===== src/rtl/irqc_pkg.sv =====
package irqc_pkg;

  // kind of a single status source
  typedef enum logic {
    KIND_EVENT = 1'b0,
    KIND_ALARM = 1'b1
  } src_kind_e;

  // address of mask register idx, given the number of status registers
  function automatic int mask_addr(input int n_regs, input int idx);
    return n_regs + idx;
  endfunction

endpackage


===== src/rtl/irqc_rst_sync.sv =====
module irqc_rst_sync (
  input  logic clk,
  input  logic rst_n,
  output logic rst_sync_n
);

  logic [1:0] stage_q;
  logic [1:0] stage_nx;

  always_comb begin
    stage_nx = {stage_q[0], 1'b1};
  end

  always_ff @(posedge clk or negedge rst_n) begin
    if (!rst_n) stage_q <= 2'b00;
    else        stage_q <= stage_nx;
  end

  assign rst_sync_n = stage_q[1];

endmodule


===== src/rtl/irqc_src_bit.sv =====
module irqc_src_bit #(
  parameter irqc_pkg::src_kind_e KIND = irqc_pkg::KIND_EVENT
) (
  input  logic clk,
  input  logic rst_n,
  input  logic src,
  input  logic rd_clr,
  output logic status,
  output logic pend,
  output logic pend_nx,
  output logic fresh
);

  if (KIND == irqc_pkg::KIND_ALARM) begin : g_alarm
    logic lvl_q, lvl_nx;
    logic chg_q, chg_nx;
    logic lvl_en;

    always_comb begin
      fresh  = src ^ lvl_q;
      lvl_en = fresh;
      lvl_nx = lvl_en ? src : lvl_q;
      // a new change beats the clearing read
      chg_nx = fresh | (chg_q & ~rd_clr);
    end

    always_ff @(posedge clk or negedge rst_n) begin
      if (!rst_n) begin
        lvl_q <= 1'b0;
        chg_q <= 1'b0;
      end else begin
        lvl_q <= lvl_nx;
        chg_q <= chg_nx;
      end
    end

    assign status  = lvl_q;
    assign pend    = chg_q;
    assign pend_nx = chg_nx;
  end else begin : g_event
    logic hit_q, hit_nx;

    always_comb begin
      fresh  = src;
      // a pulse in the read cycle keeps the bit set
      hit_nx = src | (hit_q & ~rd_clr);
    end

    always_ff @(posedge clk or negedge rst_n) begin
      if (!rst_n) hit_q <= 1'b0;
      else        hit_q <= hit_nx;
    end

    assign status  = hit_q;
    assign pend    = hit_q;
    assign pend_nx = hit_nx;
  end

endmodule


===== src/rtl/irqc_src_bank.sv =====
module irqc_src_bank #(
  parameter int         W        = 8,
  parameter logic [W-1:0] KIND_SEL = '0
) (
  input  logic         clk,
  input  logic         rst_n,
  input  logic [W-1:0] src,
  input  logic         rd_clr,
  output logic [W-1:0] status,
  output logic [W-1:0] pend,
  output logic [W-1:0] pend_nx,
  output logic [W-1:0] fresh
);

  for (genvar b = 0; b < W; b++) begin : g_bit
    irqc_src_bit #(
      .KIND(irqc_pkg::src_kind_e'(KIND_SEL[b]))
    ) u_bit (
      .clk     (clk),
      .rst_n   (rst_n),
      .src     (src[b]),
      .rd_clr  (rd_clr),
      .status  (status[b]),
      .pend    (pend[b]),
      .pend_nx (pend_nx[b]),
      .fresh   (fresh[b])
    );
  end

endmodule


===== src/rtl/irqc_host_if.sv =====
module irqc_host_if #(
  parameter int N  = 2,
  parameter int W  = 8,
  parameter int AW = 2
) (
  input  logic           clk,
  input  logic           rst_n,
  input  logic [AW-1:0]  addr,
  input  logic           wr,
  input  logic           rd,
  input  logic [W-1:0]   wdata,
  input  logic [N*W-1:0] status_all,
  output logic [W-1:0]   rdata,
  output logic [N-1:0]   rd_clr,
  output logic [N*W-1:0] mask_q,
  output logic [N*W-1:0] mask_nx
);

  logic [W-1:0] rdata_q, rdata_nx;
  logic [W-1:0] sel_val;
  logic [N-1:0] mask_we;

  // decode
  always_comb begin
    rd_clr  = '0;
    mask_we = '0;
    sel_val = '0;
    for (int r = 0; r < N; r++) begin
      if (addr == AW'(r)) begin
        rd_clr[r] = rd;
        sel_val   = status_all[r*W +: W];
      end
      if (addr == AW'(irqc_pkg::mask_addr(N, r))) begin
        mask_we[r] = wr;
        sel_val    = mask_q[r*W +: W];
      end
    end
  end

  // next state
  always_comb begin
    mask_nx = mask_q;
    for (int r = 0; r < N; r++) begin
      if (mask_we[r]) mask_nx[r*W +: W] = wdata;
    end
    rdata_nx = rd ? sel_val : rdata_q;
  end

  always_ff @(posedge clk or negedge rst_n) begin
    if (!rst_n) begin
      mask_q  <= '0;
      rdata_q <= '0;
    end else begin
      mask_q  <= mask_nx;
      rdata_q <= rdata_nx;
    end
  end

  assign rdata = rdata_q;

endmodule


===== src/rtl/irqc_irq_out.sv =====
module irqc_irq_out #(
  parameter int SW = 16
) (
  input  logic          clk,
  input  logic          rst_n,
  input  logic [SW-1:0] pend_nx,
  input  logic [SW-1:0] mask_nx,
  output logic          irq_n
);

  logic irq_n_q, irq_n_nx;

  always_comb begin
    irq_n_nx = ~|(pend_nx & ~mask_nx);
  end

  always_ff @(posedge clk or negedge rst_n) begin
    if (!rst_n) irq_n_q <= 1'b1;
    else        irq_n_q <= irq_n_nx;
  end

  assign irq_n = irq_n_q;

endmodule


===== src/rtl/alarm_event_irq.sv =====
module alarm_event_irq #(
  parameter int N_REGS = 2,
  parameter int REG_W  = 8,
  parameter logic [N_REGS*REG_W-1:0] ALARM_SEL = 16'h000F
) (
  input  logic                          clk,
  input  logic                          rst_n,
  input  logic [N_REGS*REG_W-1:0]       src_in,
  input  logic [$clog2(2*N_REGS)-1:0]   host_addr,
  input  logic                          host_wr,
  input  logic                          host_rd,
  input  logic [REG_W-1:0]              host_wdata,
  output logic [REG_W-1:0]              host_rdata,
  output logic                          irq_n
);

  localparam int SRC_W = N_REGS * REG_W;
  localparam int AW    = $clog2(2 * N_REGS);

  logic              rst_int_n;
  logic [SRC_W-1:0]  stat_all;
  logic [SRC_W-1:0]  pend_all;
  logic [SRC_W-1:0]  pend_nx_all;
  logic [SRC_W-1:0]  fresh_all;
  logic [SRC_W-1:0]  mask_all;
  logic [SRC_W-1:0]  mask_nx_all;
  logic [N_REGS-1:0] rd_clr;

  irqc_rst_sync u_rst (
    .clk        (clk),
    .rst_n      (rst_n),
    .rst_sync_n (rst_int_n)
  );

  for (genvar r = 0; r < N_REGS; r++) begin : g_reg
    irqc_src_bank #(
      .W        (REG_W),
      .KIND_SEL (ALARM_SEL[r*REG_W +: REG_W])
    ) u_bank (
      .clk     (clk),
      .rst_n   (rst_int_n),
      .src     (src_in[r*REG_W +: REG_W]),
      .rd_clr  (rd_clr[r]),
      .status  (stat_all[r*REG_W +: REG_W]),
      .pend    (pend_all[r*REG_W +: REG_W]),
      .pend_nx (pend_nx_all[r*REG_W +: REG_W]),
      .fresh   (fresh_all[r*REG_W +: REG_W])
    );
  end

  irqc_host_if #(
    .N  (N_REGS),
    .W  (REG_W),
    .AW (AW)
  ) u_host (
    .clk        (clk),
    .rst_n      (rst_int_n),
    .addr       (host_addr),
    .wr         (host_wr),
    .rd         (host_rd),
    .wdata      (host_wdata),
    .status_all (stat_all),
    .rdata      (host_rdata),
    .rd_clr     (rd_clr),
    .mask_q     (mask_all),
    .mask_nx    (mask_nx_all)
  );

  irqc_irq_out #(
    .SW (SRC_W)
  ) u_irq (
    .clk     (clk),
    .rst_n   (rst_int_n),
    .pend_nx (pend_nx_all),
    .mask_nx (mask_nx_all),
    .irq_n   (irq_n)
  );

endmodule


===== config.mk =====
export PLATFORM = sky130hd
export DESIGN_NAME = alarm_event_irq
export DESIGN_NICKNAME = d
export VERILOG_FILES = /design/src/rtl/irqc_pkg.sv /design/src/rtl/irqc_rst_sync.sv /design/src/rtl/irqc_src_bit.sv /design/src/rtl/irqc_src_bank.sv /design/src/rtl/irqc_host_if.sv /design/src/rtl/irqc_irq_out.sv /design/src/rtl/alarm_event_irq.sv
export SDC_FILE = /design/constraint.sdc
export NUM_CORES = 1
export LEC_CHECK = 0
export ABC_AREA = 1
export BUFFER_PORTS_ARGS = -buffer_cell sky130_fd_sc_hd__buf_4
export CAP_MARGIN = 30
export CORE_MARGIN = 4
export CORE_UTILIZATION = 50
export CTS_CLUSTER_DIAMETER = 80
export DETAILED_ROUTE_END_ITERATION = 10
export GPL_ROUTABILITY_DRIVEN = 1
export GPL_TIMING_DRIVEN = 0
export PLACE_DENSITY_LB_ADDON = 0.2
export SKIP_LAST_GASP = 1
export SYNTH_ARGS = -nofsm -noshare
export SYNTH_HDL_FRONTEND = slang
export SYNTH_SLANG_ARGS = --single-unit

===== constraint.sdc =====
create_clock -name clk -period 1.6 [get_ports clk]
set_input_delay 0.32 -clock clk [delete_from_list [all_inputs] [get_ports clk]]
set_output_delay 0.32 -clock clk [all_outputs]
set_load 0.02 [all_outputs]

==> run_summary.xml <==
<?xml version="1.0" encoding="UTF-8"?>
<metrics>
  <group name="place">
    <metric name="placed_cell_area" unit="sq mm">0.002586</metric>
    <metric name="post-place-ws" unit="ns">-0.08906</metric>
    <metric name="io_buffer_count" unit="">37</metric>
    <metric name="place_inst" unit="">372</metric>
    <metric name="dp.final_hpwl" unit="um">3586</metric>
    <metric name="place.gp.congestion" unit="">0.8558</metric>
  </group>
  <group name="clock_network">
    <metric name="htreeDepth" unit="">2</metric>
    <metric name="cts_root_buf" unit="">sky130_fd_sc_hd__clkbuf_8</metric>
    <metric name="tritoncts" unit="">yes</metric>
    <metric name="cts_hold_repair.buffers" unit="">1</metric>
    <metric name="cts.repair.resized" unit="">0</metric>
    <metric name="cts_num_sinks" unit="">47</metric>
    <metric name="cts_buf_count" unit="">5</metric>
    <metric name="cts_max_path_buffers" unit="">2</metric>
    <metric name="clkLatencyLatePin" unit="ns">0.30</metric>
    <metric name="clock_pin_transition_on_the_worst_setup_and_hold_timing_paths" unit="ns">0.08</metric>
    <metric name="post-cts-setup-buffers" unit="">0</metric>
  </group>
  <group name="pwr">
    <metric name="combinationalPowerShare" unit="">0.215</metric>
    <metric name="report.power.total" unit="mW">2.590</metric>
    <metric name="p_sw_frac" unit="">0.2906</metric>
    <metric name="power.share.sequential" unit="">0.524</metric>
    <metric name="p_switching" unit="mW">0.7526</metric>
    <metric name="clock_power_share" unit="">0.261</metric>
    <metric name="vdd_drop_max" unit="uV">536.2</metric>
    <metric name="p_leak" unit="nW">1.481</metric>
    <metric name="cellPowerDensity" unit="mW/mm^2">967.3</metric>
    <metric name="p_int" unit="mW">1.837</metric>
  </group>
  <group name="status">
    <metric name="run_status" unit="">completed</metric>
  </group>
  <group name="cells_and_area">
    <metric name="n_fill_cell" unit="">380</metric>
    <metric name="antenna_cells" unit="">0</metric>
    <metric name="nets" unit="">360</metric>
    <metric name="final_layout_size_suffix_gt1_frac" unit="">0.1813</metric>
    <metric name="area_delta_synth_final" unit="%">20.36</metric>
    <metric name="final_cell_area" unit="sq mm">0.002678</metric>
    <metric name="utilization" unit="">0.6461</metric>
    <metric name="post_layout_nonfiller_instances" unit="">381</metric>
  </group>
  <group name="timing">
    <metric name="finalWorstPathRequiredPeriod" unit="ns">1.403</metric>
    <metric name="timing.final.ws_setup" unit="ns">0.1973</metric>
    <metric name="fin_worst_hold_slack" unit="ns">0.1025</metric>
    <metric name="final-setup-viol-count" unit="">0</metric>
    <metric name="finalSetupTns" unit="ns">0</metric>
    <metric name="fin_skew" unit="ns">0.006750</metric>
    <metric name="setup_repair_after_global_routing_missed_its_margin" unit="">no</metric>
    <metric name="final.period_utilization" unit="">0.8767</metric>
    <metric name="clock.fmax" unit="GHz">0.7129</metric>
    <metric name="final-max-slew-violation-count" unit="">0</metric>
    <metric name="timing_hold_violations_final" unit="">0</metric>
  </group>
  <group name="yosys">
    <metric name="unique_masters_post_synth" unit="">23</metric>
    <metric name="synth.area.top_cells" unit="">sky130_fd_sc_hd__dfrtp_1 (52%), sky130_fd_sc_hd__nand2_1 (17%), sky130_fd_sc_hd__inv_1 (9.3%)</metric>
    <metric name="synth_nets" unit="">314</metric>
    <metric name="yosysWarningCount" unit="">0</metric>
    <metric name="syn_avg_cell_area" unit="sq um">7.833</metric>
    <metric name="synth_top_area_cell" unit="">sky130_fd_sc_hd__dfrtp_1</metric>
    <metric name="synth_most_common_cell" unit="">sky130_fd_sc_hd__nand2_1</metric>
    <metric name="postSynthRegisterBits" unit="">47</metric>
    <metric name="synthesis.area" unit="sq mm">0.002225</metric>
    <metric name="number_of_synthesized_flops_with_an_enable_pin" unit="">0</metric>
    <metric name="yosysSeqAreaShare" unit="">0.5292</metric>
    <metric name="most_numerous_cell_types_in_the_synthesized_netlist" unit="">sky130_fd_sc_hd__nand2_1 (101), sky130_fd_sc_hd__inv_1 (55), sky130_fd_sc_hd__dfrtp_1 (46), sky130_fd_sc_hd__nor2_1 (20), sky130_fd_sc_hd__o21ai_0 (14)</metric>
    <metric name="gate_count_post_synth" unit="">284</metric>
    <metric name="synth.top_cell.area_share" unit="">0.5174</metric>
    <metric name="synth-main-ff-cell" unit="">sky130_fd_sc_hd__dfrtp_1</metric>
    <metric name="synthArstFlopShare" unit="">1.000</metric>
  </group>
  <group name="floorplanning">
    <metric name="core" unit="sq mm">0.004144</metric>
    <metric name="die_area" unit="sq mm">0.005580</metric>
    <metric name="dieWidth" unit="um">74.70</metric>
    <metric name="floorplan.initialDensity" unit="">0.5368</metric>
    <metric name="io_pins" unit="">39</metric>
    <metric name="die-height" unit="um">74.70</metric>
    <metric name="core.rowCount" unit="">23</metric>
  </group>
  <group name="critical_path">
    <metric name="critical_path.startpoint_type" unit="">input port</metric>
    <metric name="worstPathArrival" unit="ns">1.62</metric>
    <metric name="worst-endpoint-required" unit="ns">1.82</metric>
    <metric name="timing.critical_path.fanout_max" unit="">9</metric>
    <metric name="end_kind" unit="">register</metric>
    <metric name="setup.worst_path.class" unit="">in2reg</metric>
  </group>
  <group name="drt">
    <metric name="route.vias.total" unit="">1813</metric>
    <metric name="route.final.wire_length" unit="um">4656</metric>
    <metric name="drtIter0Drc" unit="">78</metric>
    <metric name="ant_nets" unit="">0</metric>
    <metric name="route.detailed.drc" unit="">0</metric>
    <metric name="vias_cell" unit="">4.759</metric>
    <metric name="drt-pass1-iter-count" unit="">4</metric>
    <metric name="wl_per_cell" unit="um">12.22</metric>
  </group>
  <group name="grt">
    <metric name="grt_overflow_total" unit="">0</metric>
    <metric name="grt_first_pass_wirelength" unit="um">8100</metric>
    <metric name="maximum_number_of_pins_on_one_net_before_global_route_repair" unit="">40</metric>
    <metric name="grt_pass1_vias" unit="">1761</metric>
    <metric name="grt_use_total" unit="">0.1939</metric>
    <metric name="initial_antenna_violation_count" unit="">0</metric>
  </group>
  <group name="min_path">
    <metric name="hp-class" unit="">reg2async</metric>
  </group>
  <group name="job">
    <metric name="cap_viol_max_count" unit="">0</metric>
  </group>
</metrics>
[final timing paths]
kind                                                             from                                     to  slack [ns]  cells past startpoint
worst max-delay path                                     host_addr[1]                            u_irq.irq_n        0.20                     10
worst min-delay path                                 u_rst.stage_q[1]  g_reg[0].u_bank.g_bit[2].u_bit.status        0.10                      0
worst max register to register  g_reg[0].u_bank.g_bit[1].u_bit.status                            u_irq.irq_n        0.44                      7
worst min register to register                       u_rst.stage_q[1]  g_reg[0].u_bank.g_bit[2].u_bit.status        0.10                      0
max in group asynchronous                            u_rst.stage_q[1]                            u_irq.irq_n        1.00                      1
min in group clk                                            src_in[0]  g_reg[0].u_bank.g_bit[0].u_bit.status        0.22                      2
[metal layers]
metal	wire [um]	track usage	vias to the layer above
met2	2193	0.3102	42
met3	259	0.05340	12
met1	2097	0.2511	815
met4	105	0.07708	0
met5	0	0	-
li1	-	-	944
[cell usage in the layout, fill, tap and decap left out]
| cell type | synthesis | final |
|---|---|---|
| sky130_fd_sc_hd__a211oi_1 | 7 | 7 |
| sky130_fd_sc_hd__a31oi_1 | 1 | 1 |
| sky130_fd_sc_hd__buf_12 | 0 | 1 |
| sky130_fd_sc_hd__buf_2 | 3 | 3 |
| sky130_fd_sc_hd__buf_4 | 2 | 39 |
| sky130_fd_sc_hd__clkbuf_1 | 4 | 6 |
| sky130_fd_sc_hd__clkbuf_8 | 0 | 5 |
| sky130_fd_sc_hd__clkinv_2 | 0 | 1 |
| sky130_fd_sc_hd__conb_1 | 1 | 1 |
| sky130_fd_sc_hd__dfrtp_1 | 46 | 45 |
| sky130_fd_sc_hd__dfrtp_2 | 0 | 1 |
| sky130_fd_sc_hd__dfstp_2 | 1 | 1 |
| sky130_fd_sc_hd__dlygate4sd3_1 | 0 | 1 |
| sky130_fd_sc_hd__inv_1 | 55 | 55 |
| sky130_fd_sc_hd__inv_2 | 1 | 1 |
| sky130_fd_sc_hd__nand2_1 | 101 | 101 |
| sky130_fd_sc_hd__nand2_2 | 1 | 1 |
| sky130_fd_sc_hd__nand2_4 | 1 | 1 |
| sky130_fd_sc_hd__nand3_1 | 7 | 7 |
| sky130_fd_sc_hd__nand3_2 | 2 | 2 |
| sky130_fd_sc_hd__nand3_4 | 1 | 1 |
| sky130_fd_sc_hd__nand4_1 | 5 | 5 |
| sky130_fd_sc_hd__nor2_1 | 20 | 20 |
| sky130_fd_sc_hd__nor2_2 | 1 | 1 |
| sky130_fd_sc_hd__nor2_4 | 2 | 2 |
| sky130_fd_sc_hd__o21ai_0 | 14 | 14 |
| sky130_fd_sc_hd__o21ai_1 | 4 | 4 |
| sky130_fd_sc_hd__xnor2_1 | 4 | 4 |
[critical path, cell delays in order]
cell and delay, ns:
sky130_fd_sc_hd__buf_4 0.12, sky130_fd_sc_hd__nor2_2 0.40, sky130_fd_sc_hd__nand2_4 0.16, sky130_fd_sc_hd__nand2_1 0.09, sky130_fd_sc_hd__nand2_1 0.06, sky130_fd_sc_hd__nand2_1 0.07, sky130_fd_sc_hd__nand2_1 0.05, sky130_fd_sc_hd__nor2_1 0.15
sky130_fd_sc_hd__nand2_1 0.07, sky130_fd_sc_hd__nor2_1 0.13
[power by group through the flow]
stage	logic (mW)	clock network (mW)	registers, mW
after floorplan	0.311	0	1.42
after global placement	0.519	0	1.40
after detailed placement	0.557	0	1.38
after CTS	0.562	0.701	1.36
after global routing	0.642	0.752	1.37
final	0.556	0.677	1.36
[cell type report]
| cell class | count | area, sq um | area share |
|---|---|---|---|
| multi-input cells | 172 | 792.0 | 0.2958 |
| well taps | 50 | 62.56 | 0.02336 |
| plain buffers | 9 | 45.04 | 0.01682 |
| inverters | 56 | 210.2 | 0.07850 |
| clock buffers | 7 | 76.32 | 0.02850 |
| repair buffers | 39 | 307.8 | 0.1150 |
| clock inverters | 1 | 5.005 | 0.001869 |
| flip-flops and latches | 47 | 1179 | 0.4402 |
[state kept, by name (all words and copies together) (netlist names)]
signal                       count
g.u_bank.g_bit.u_bit.pend       16
u_host.mask_q                   16
g.u_bank.g_bit.u_bit.status      4
u_irq.irq_n                      1
u_host.rdata                     8
u_rst.stage_q                    2
[logic make-up after synthesis]
| family | share of synthesized area |
|---|---|
| simple gates | 0.2717 |
| flops | 0.5292 |
| buf+inv | 0.1147 |
| compound gates | 0.06693 |
| other cells | 0.001686 |
| xor+xnor | 0.01575 |
Note: power is estimated with default switching activity, not from simulation.
